===== src/rtl/dpo_pkg.sv =====
package dpo_pkg;
  typedef enum logic [1:0] {
    OP_DATA  = 2'b00,
    OP_CTRL  = 2'b01,
    OP_CLAIM = 2'b10,
    OP_CUT   = 2'b11
  } dpo_op_e;

  typedef enum logic [1:0] {
    ST_OK    = 2'b00,
    ST_OTHER = 2'b01
  } dpo_st_e;
endpackage


===== src/rtl/dpo_pg_filter.sv =====
module dpo_pg_filter #(
  parameter int FILT_LEN = 4
) (
  input  logic clk,
  input  logic rst_n,
  input  logic raw_in,
  output logic level,
  output logic rise
);
  localparam int CW = $clog2(FILT_LEN) + 1;

  logic          sync1, sync2;
  logic [CW-1:0] run;
  logic          fire;

  assign fire = (sync2 != level) && (run == CW'(FILT_LEN - 1));
  assign rise = fire && sync2;

  always_ff @(posedge clk or negedge rst_n) begin
    if (!rst_n) begin
      sync1 <= 1'b0;
      sync2 <= 1'b0;
      run   <= '0;
      level <= 1'b0;
    end else begin
      sync1 <= raw_in;
      sync2 <= sync1;
      if (sync2 != level) begin
        if (fire) begin
          run   <= '0;
          level <= sync2;
        end else begin
          run <= run + 1'b1;
        end
      end else begin
        run <= '0;
      end
    end
  end

  assert_level_follows_sync_R2: assert property (@(posedge clk) disable iff (!rst_n)
    (level != $past(level)) |-> (level == $past(sync2)));
endmodule


===== src/rtl/dpo_port_dec.sv =====
module dpo_port_dec
  import dpo_pkg::*;
#(
  parameter int ADDR_W = 5
) (
  input  logic              valid,
  input  logic [ADDR_W-1:0] addr,
  input  logic [1:0]        op,
  input  logic [ADDR_W-1:0] my_id,
  output logic              hit,
  output logic              is_claim,
  output logic              is_cut,
  output logic              is_xfer
);
  always_comb begin
    hit      = valid && (addr == my_id);
    is_claim = (op == OP_CLAIM);
    is_cut   = (op == OP_CUT);
    is_xfer  = (op == OP_DATA) || (op == OP_CTRL);
  end
endmodule


===== src/rtl/dpo_rst_timer.sv =====
module dpo_rst_timer #(
  parameter int RST_LEN = 3
) (
  input  logic clk,
  input  logic rst_n,
  input  logic pg_ok,
  input  logic start,
  output logic busy
);
  localparam int CW = $clog2(RST_LEN + 1);

  logic [CW-1:0] left;

  assign busy = (left != '0);

  always_ff @(posedge clk or negedge rst_n) begin
    if (!rst_n) begin
      left <= '0;
    end else if (start) begin
      left <= CW'(RST_LEN);
    end else if (!pg_ok) begin
      left <= '0;
    end else if (busy) begin
      left <= left - 1'b1;
    end
  end

  assert_start_gives_reset_R7: assert property (@(posedge clk) disable iff (!rst_n)
    start |=> busy);
endmodule


===== src/rtl/dual_path_owner.sv =====
module dual_path_owner
  import dpo_pkg::*;
#(
  parameter int ADDR_W   = 5,
  parameter int FILT_LEN = 4,
  parameter int RST_LEN  = 3
) (
  input  logic              clk,
  input  logic              rst_n,
  input  logic              pwr_good_in,
  input  logic [ADDR_W-1:0] cfg_id0,
  input  logic [ADDR_W-1:0] cfg_id1,
  input  logic [1:0]        cmd_valid,
  output logic [1:0]        cmd_ready,
  input  logic [ADDR_W-1:0] cmd_addr0,
  input  logic [ADDR_W-1:0] cmd_addr1,
  input  logic [1:0]        cmd_op0,
  input  logic [1:0]        cmd_op1,
  output logic [1:0]        rsp_valid,
  output logic [1:0]        rsp_status0,
  output logic [1:0]        rsp_status1,
  output logic              fwd_valid,
  output logic              fwd_port,
  output logic              fwd_op,
  output logic              owner,
  output logic [1:0]        drv_en,
  output logic              ctl_reset,
  output logic [1:0]        pon_irq
);
  localparam int NPORT = 2;

  logic                 pg_ok, pg_rise, rst_busy;
  logic [ADDR_W-1:0]    addr_v [NPORT];
  logic [ADDR_W-1:0]    id_v   [NPORT];
  logic [1:0]           op_v   [NPORT];
  logic [NPORT-1:0]     hit, is_claim, is_cut, is_xfer;
  logic [NPORT-1:0]     acc, live, win, cut_off;
  logic                 base_rdy, claim_any;
  logic [1:0]           status_q [NPORT];
  logic                 xfer_owned;

  assign addr_v[0] = cmd_addr0;
  assign addr_v[1] = cmd_addr1;
  assign id_v[0]   = cfg_id0;
  assign id_v[1]   = cfg_id1;
  assign op_v[0]   = cmd_op0;
  assign op_v[1]   = cmd_op1;

  dpo_pg_filter #(.FILT_LEN(FILT_LEN)) u_filt (
    .clk(clk), .rst_n(rst_n), .raw_in(pwr_good_in), .level(pg_ok), .rise(pg_rise)
  );

  for (genvar p = 0; p < NPORT; p++) begin : g_dec
    dpo_port_dec #(.ADDR_W(ADDR_W)) u_dec (
      .valid(cmd_valid[p]), .addr(addr_v[p]), .op(op_v[p]), .my_id(id_v[p]),
      .hit(hit[p]), .is_claim(is_claim[p]), .is_cut(is_cut[p]), .is_xfer(is_xfer[p])
    );
  end

  always_comb begin
    base_rdy     = pg_ok && !rst_busy;
    cmd_ready[0] = base_rdy;
    cmd_ready[1] = base_rdy && !(hit[0] && is_claim[0]);
    acc          = hit & cmd_ready;
    live         = acc & (~cut_off | is_claim);
    win          = live & is_claim;
    claim_any    = |win;
    xfer_owned   = live[owner] && is_xfer[owner];
  end

  dpo_rst_timer #(.RST_LEN(RST_LEN)) u_rst (
    .clk(clk), .rst_n(rst_n), .pg_ok(pg_ok),
    .start(pg_rise || (pg_ok && claim_any)), .busy(rst_busy)
  );

  assign ctl_reset   = !pg_ok || rst_busy;
  assign drv_en      = {NPORT{pg_ok}} & ~cut_off;
  assign rsp_status0 = status_q[0];
  assign rsp_status1 = status_q[1];

  always_ff @(posedge clk or negedge rst_n) begin
    if (!rst_n) begin
      owner     <= 1'b0;
      cut_off   <= '0;
      rsp_valid <= '0;
      fwd_valid <= 1'b0;
      fwd_port  <= 1'b0;
      fwd_op    <= 1'b0;
      pon_irq   <= '0;
      for (int p = 0; p < NPORT; p++) status_q[p] <= ST_OK;
    end else if (!pg_ok) begin
      owner     <= 1'b0;
      cut_off   <= '0;
      rsp_valid <= '0;
      fwd_valid <= 1'b0;
      pon_irq   <= pg_rise ? 2'b01 : 2'b00;
    end else begin
      pon_irq <= '0;
      if (win[1])      owner <= 1'b1;
      else if (win[0]) owner <= 1'b0;
      for (int p = 0; p < NPORT; p++) begin
        if (win[p])                   cut_off[p] <= 1'b0;
        else if (live[p] && is_cut[p]) cut_off[p] <= 1'b1;
        rsp_valid[p] <= live[p];
        status_q[p]  <= (live[p] && is_xfer[p] && (owner != 1'(p))) ? ST_OTHER : ST_OK;
      end
      fwd_valid <= xfer_owned && !claim_any;
      fwd_port  <= owner;
      fwd_op    <= op_v[owner][0];
    end
  end

  assert_owner_only_by_claim_R10: assert property (@(posedge clk) disable iff (!rst_n)
    (pg_ok && !claim_any) |=> $stable(owner));

  assert_fwd_from_owner_R5: assert property (@(posedge clk) disable iff (!rst_n)
    fwd_valid |-> (fwd_port == owner));

  assert_reject_not_owner_R6: assert property (@(posedge clk) disable iff (!rst_n)
    (rsp_valid[0] && rsp_status0 == ST_OTHER) |-> (owner != 1'b0));

  assert_irq_after_off_R3: assert property (@(posedge clk) disable iff (!rst_n)
    (|pon_irq) |-> ($onehot0(pon_irq) && !$past(pg_ok)));

  assert_no_ready_in_reset_R9: assert property (@(posedge clk) disable iff (!rst_n)
    ctl_reset |-> (cmd_ready == 2'b00));

  assert_claim_resets_R7: assert property (@(posedge clk) disable iff (!rst_n)
    (pg_ok && claim_any) |=> ctl_reset);
endmodule


===== config.mk =====
export PLATFORM = sky130hd
export DESIGN_NAME = dual_path_owner
export DESIGN_NICKNAME = d
export VERILOG_FILES = /design/src/rtl/dpo_pkg.sv /design/src/rtl/dpo_pg_filter.sv /design/src/rtl/dpo_port_dec.sv /design/src/rtl/dpo_rst_timer.sv /design/src/rtl/dual_path_owner.sv
export SDC_FILE = /design/constraint.sdc
export NUM_CORES = 1
export LEC_CHECK = 0
export BUFFER_PORTS_ARGS = -buffer_cell sky130_fd_sc_hd__clkbuf_2
export CORE_MARGIN = 8
export CORE_UTILIZATION = 46
export CTS_CLUSTER_SIZE = 25
export DETAILED_ROUTE_END_ITERATION = 8
export GPL_ROUTABILITY_DRIVEN = 0
export PLACE_DENSITY = 0.78
export SLEW_MARGIN = 20
export SYNTH_ARGS = -nofsm -noshare
export SYNTH_HDL_FRONTEND = slang
export SYNTH_HIERARCHICAL = 1
export SYNTH_SLANG_ARGS = --single-unit
export TNS_END_PERCENT = 1

===== constraint.sdc =====
create_clock -name clk -period 1.55 [get_ports clk]
set_input_delay 0.0775 -clock clk [delete_from_list [all_inputs] [get_ports clk]]
set_output_delay 0.0775 -clock clk [all_outputs]
set_load 0.02 [all_outputs]

==> results.toml <==
[placed_design]
port_buffers = 42
place_area_sq_um = 1269
hpwlAfterDp_microns = 1894
pre_cts_ws_ns = -0.01905

[route]
firstDrtPassIters = 4
via_count = 864
drc = 0
via_per_inst = 4.966
first_iter_violations = 29
wl_per_cell_microns = 13.53
wirelength_microns = 2354
drt.antenna.violating_nets = 0

[clock_tree]
h-tree-depth = 1
clkSinkCount = 19
tritoncts = "done"
clock_latency_ns = 0.30
cts_buffer_depth = 2
clockRootBuffer = "clkbuf_4"
clk_pin_slew_ns = 0.10
cts_buffers = 3

[timing]
fin_crit_ns = 1.495
clock_skew_ns = 0.003822
min_period_over_period_pct = 96.45
slew_viol_final = 0
rsz0062_at_grt = "true"
finalSetupViolCount = 0
final_hold_viol_count = 0
setup_ws_ns = 0.05503
timing.fmax_ghz = 0.6689

[cells_and_area]
final_area_sq_um = 1374
area_growth_pct = 33.58
final_layout_size_suffix_gt1_share_pct = 43.15
layout.area.seq_sq_um = 476.7
nFillCells = 198
final_cell_mix = "clkbuf_2, dfrtp_1, xor2_1"
fin_util_pct = 63.32
antenna_cells = 0
nNetsFinal = 178
layout_commonest_cell = "clkbuf_2"
multi_input_area_sq_um = 511.7

[grt]
grt_overflow = 0
grt_max_degree = 20
grtUsageTotal_pct = 12.57
grt_pass1_wl_microns = 4195
grt_pass1_vias = 1009
antenna_found_initial = 0

[synthesis]
ys_ff_latch = 19
synth_ff_type = "dfrtp_1"
yosys_warnings = 6
synth_edf_count = 0
synth_cells = 96
synth_area_sq_um = 1028
postSynthAreaPerCell_sq_um = 10.71
ys_async_sr_fraction_pct = 100.0
ys_types = 37
yosysSeqAreaShare_pct = 46.23

[floorplanning]
die-height_microns = 63.29
core_region_area_sq_um = 2170
dieArea_sq_um = 4005
fp-row-count = 17
fp.dieW_microns = 63.29
ioPinCount = 46
initial_core_util_pct = 47.40

[power_and_ir_drop]
seq_power_share_pct = 36.0
p_per_area_nw_per_um2 = 1291
switchingPower_w = 0.0006731
peakVddDrop_v = 0.0008163
internal-power_w = 0.001101
swShare_pct = 37.94
power_frac_comb_pct = 50.0
p_leak_nw = 0.7146
p_clk_share_pct = 14.0

[critical_path]
critical_path.slowest_cell = "dfrtp_1"
critical_path_required_ns = 1.47
crit_type = "flip-flop to output port"
endpoint_kind = "output port"
arrival_ns = 1.42
start_kind = "flip-flop"
path_cells = "inv_2 -> ha_4 -> inv_4 -> nand2b_4 -> a21oi_4 -> buf_8"
cpPeakStageDelay_ns = 0.40
crit_fanout = 4

[worst_hold_path]
hp-class = "primary input to flip-flop"

[outcome]
outcome = "finished clean"

[run]
drv_cap = 0
flip-flops by register name, indices dropped and copies added, names as in the netlist:
name / flops
rsp_status1: 1
fwd_valid: 1
u_filt/sync1: 1
u_filt/level: 1
u_filt/run: 3
u_rst/left: 2
owner: 1
cut_off: 2
pon_irq: 1
rsp_status0: 1
rsp_valid: 2
fwd_op: 1
fwd_port: 1
u_filt/sync2: 1
Yosys cell counts, drive strengths merged (2+ instances only):
master  number  share of area, %
dfrtp       19                46
inv         10               3.7
xor2         8               6.8
nor2         5               1.8
nor3b        5               3.7
and3         4               2.9
buf          4               2.9
xnor2        4               3.4
a21oi        3               2.6
nand2b       3               3.3
a31oi        2               1.2
and2         2               1.2
ha           2               2.4
nand2        2              0.73
nor3         2               1.5
nor4         2               1.2
o21ai        2              0.97
or2b         2               1.5
kinds of logic (layout without fill, tap and decap cells):
group                    after synthesis  count (layout)  share of synthesized area (%)
XOR/XNOR                              12              12                          10.22
multiplexers                           2               2                          2.433
buffers and inverters                 14              62                          6.570
other                                  1               3                         0.3646
flip-flops                            19              19                          46.23
adder cells (fa/ha/maj)                2               2                          2.433
AO/OA/AOI/OAI                         14              14                          10.59
AND/OR/NAND/NOR                       32              32                          21.17
power groups by stage:
stage | combinational (W) | clock (W) | sequential, W
after floorplan | 0.000475 | 0 | 0.000659
after global placement | 0.000698 | 0 | 0.000640
after detailed placement | 0.000726 | 0 | 0.000642
after CTS | 0.000852 | 0.000254 | 0.000633
after global routing | 0.000969 | 0.000272 | 0.000654
final | 0.000887 | 0.000249 | 0.000638
stage by stage:
stage | instances | setup TNS [ns] | total power (W) | hold slack, ns
6_report | 174 | 0 | 0.001774 | 0.1033
5_1_grt | 174 | -0.08357 | 0.001896 | 0.1385
4_1_cts | 174 | 0 | 0.001739 | 0.09781
3_5_place_dp | 166 | -0.02403 | 0.001368 | 0.04619
3_3_place_gp | 166 | 0 | 0.001338 | 0.04305
2_1_floorplan | 98 | 0 | 0.001134 | -0.2181
per-layer routing:
layer / vias up / wire length (microns) / track usage (%)
met5: - / 0 / 0
met4: 0 / 50 / 7.242
met3: 5 / 127 / 2.827
met2: 27 / 1291 / 23.30
met1: 413 / 885 / 12.53
li1: 419 / - / -
what timing repair did:
| action | 4_1_cts | 5_1_grt |
|---|---|---|
| endpoints found under the setup margin | 3 | 7 |
| endpoints found under the hold margin | 20 | 0 |
| setup buffers | 3 | 0 |
| hold buffers | 2 | 0 |
| gates resized for setup | 9 | 6 |
| pin swaps | 1 | 3 |
critical path, delay by kind of cell, from the launching register on:
kind / cells / cell delay [ns]
DFF: 1 / 0.40
buffers and inverters: 3 / 0.24
adders and majority gates: 1 / 0.16
AOI/OAI and AO/OA: 1 / 0.16
and+or+nand+nor: 1 / 0.15
final timing paths:
kind / to / slack (ns) / startpoint / cells past startpoint
hold reg to reg: u_filt/sync2 / 0.37 / u_filt/sync1 / 0
setup / recovery: cmd_ready[1] / 0.06 / u_rst/left[0] / 6
setup reg to reg: cut_off[1] / 0.06 / u_rst/left[0] / 8
hold / removal: fwd_valid / 0.10 / cmd_op1[1] / 4
max in group asynchronous: u_filt/level / 0.97 / rst_n / 2
min in group asynchronous: u_rst/left[1] / 0.25 / rst_n / 2
layout make-up:
type	instances	share of cell area, %
clock buffers	4	1.913
inverters	10	2.914
multi-input cells	65	37.25
flip-flops and latches	19	34.70
well taps	28	2.550
repair buffers	48	20.67
(Power assumes the default switching activity.)
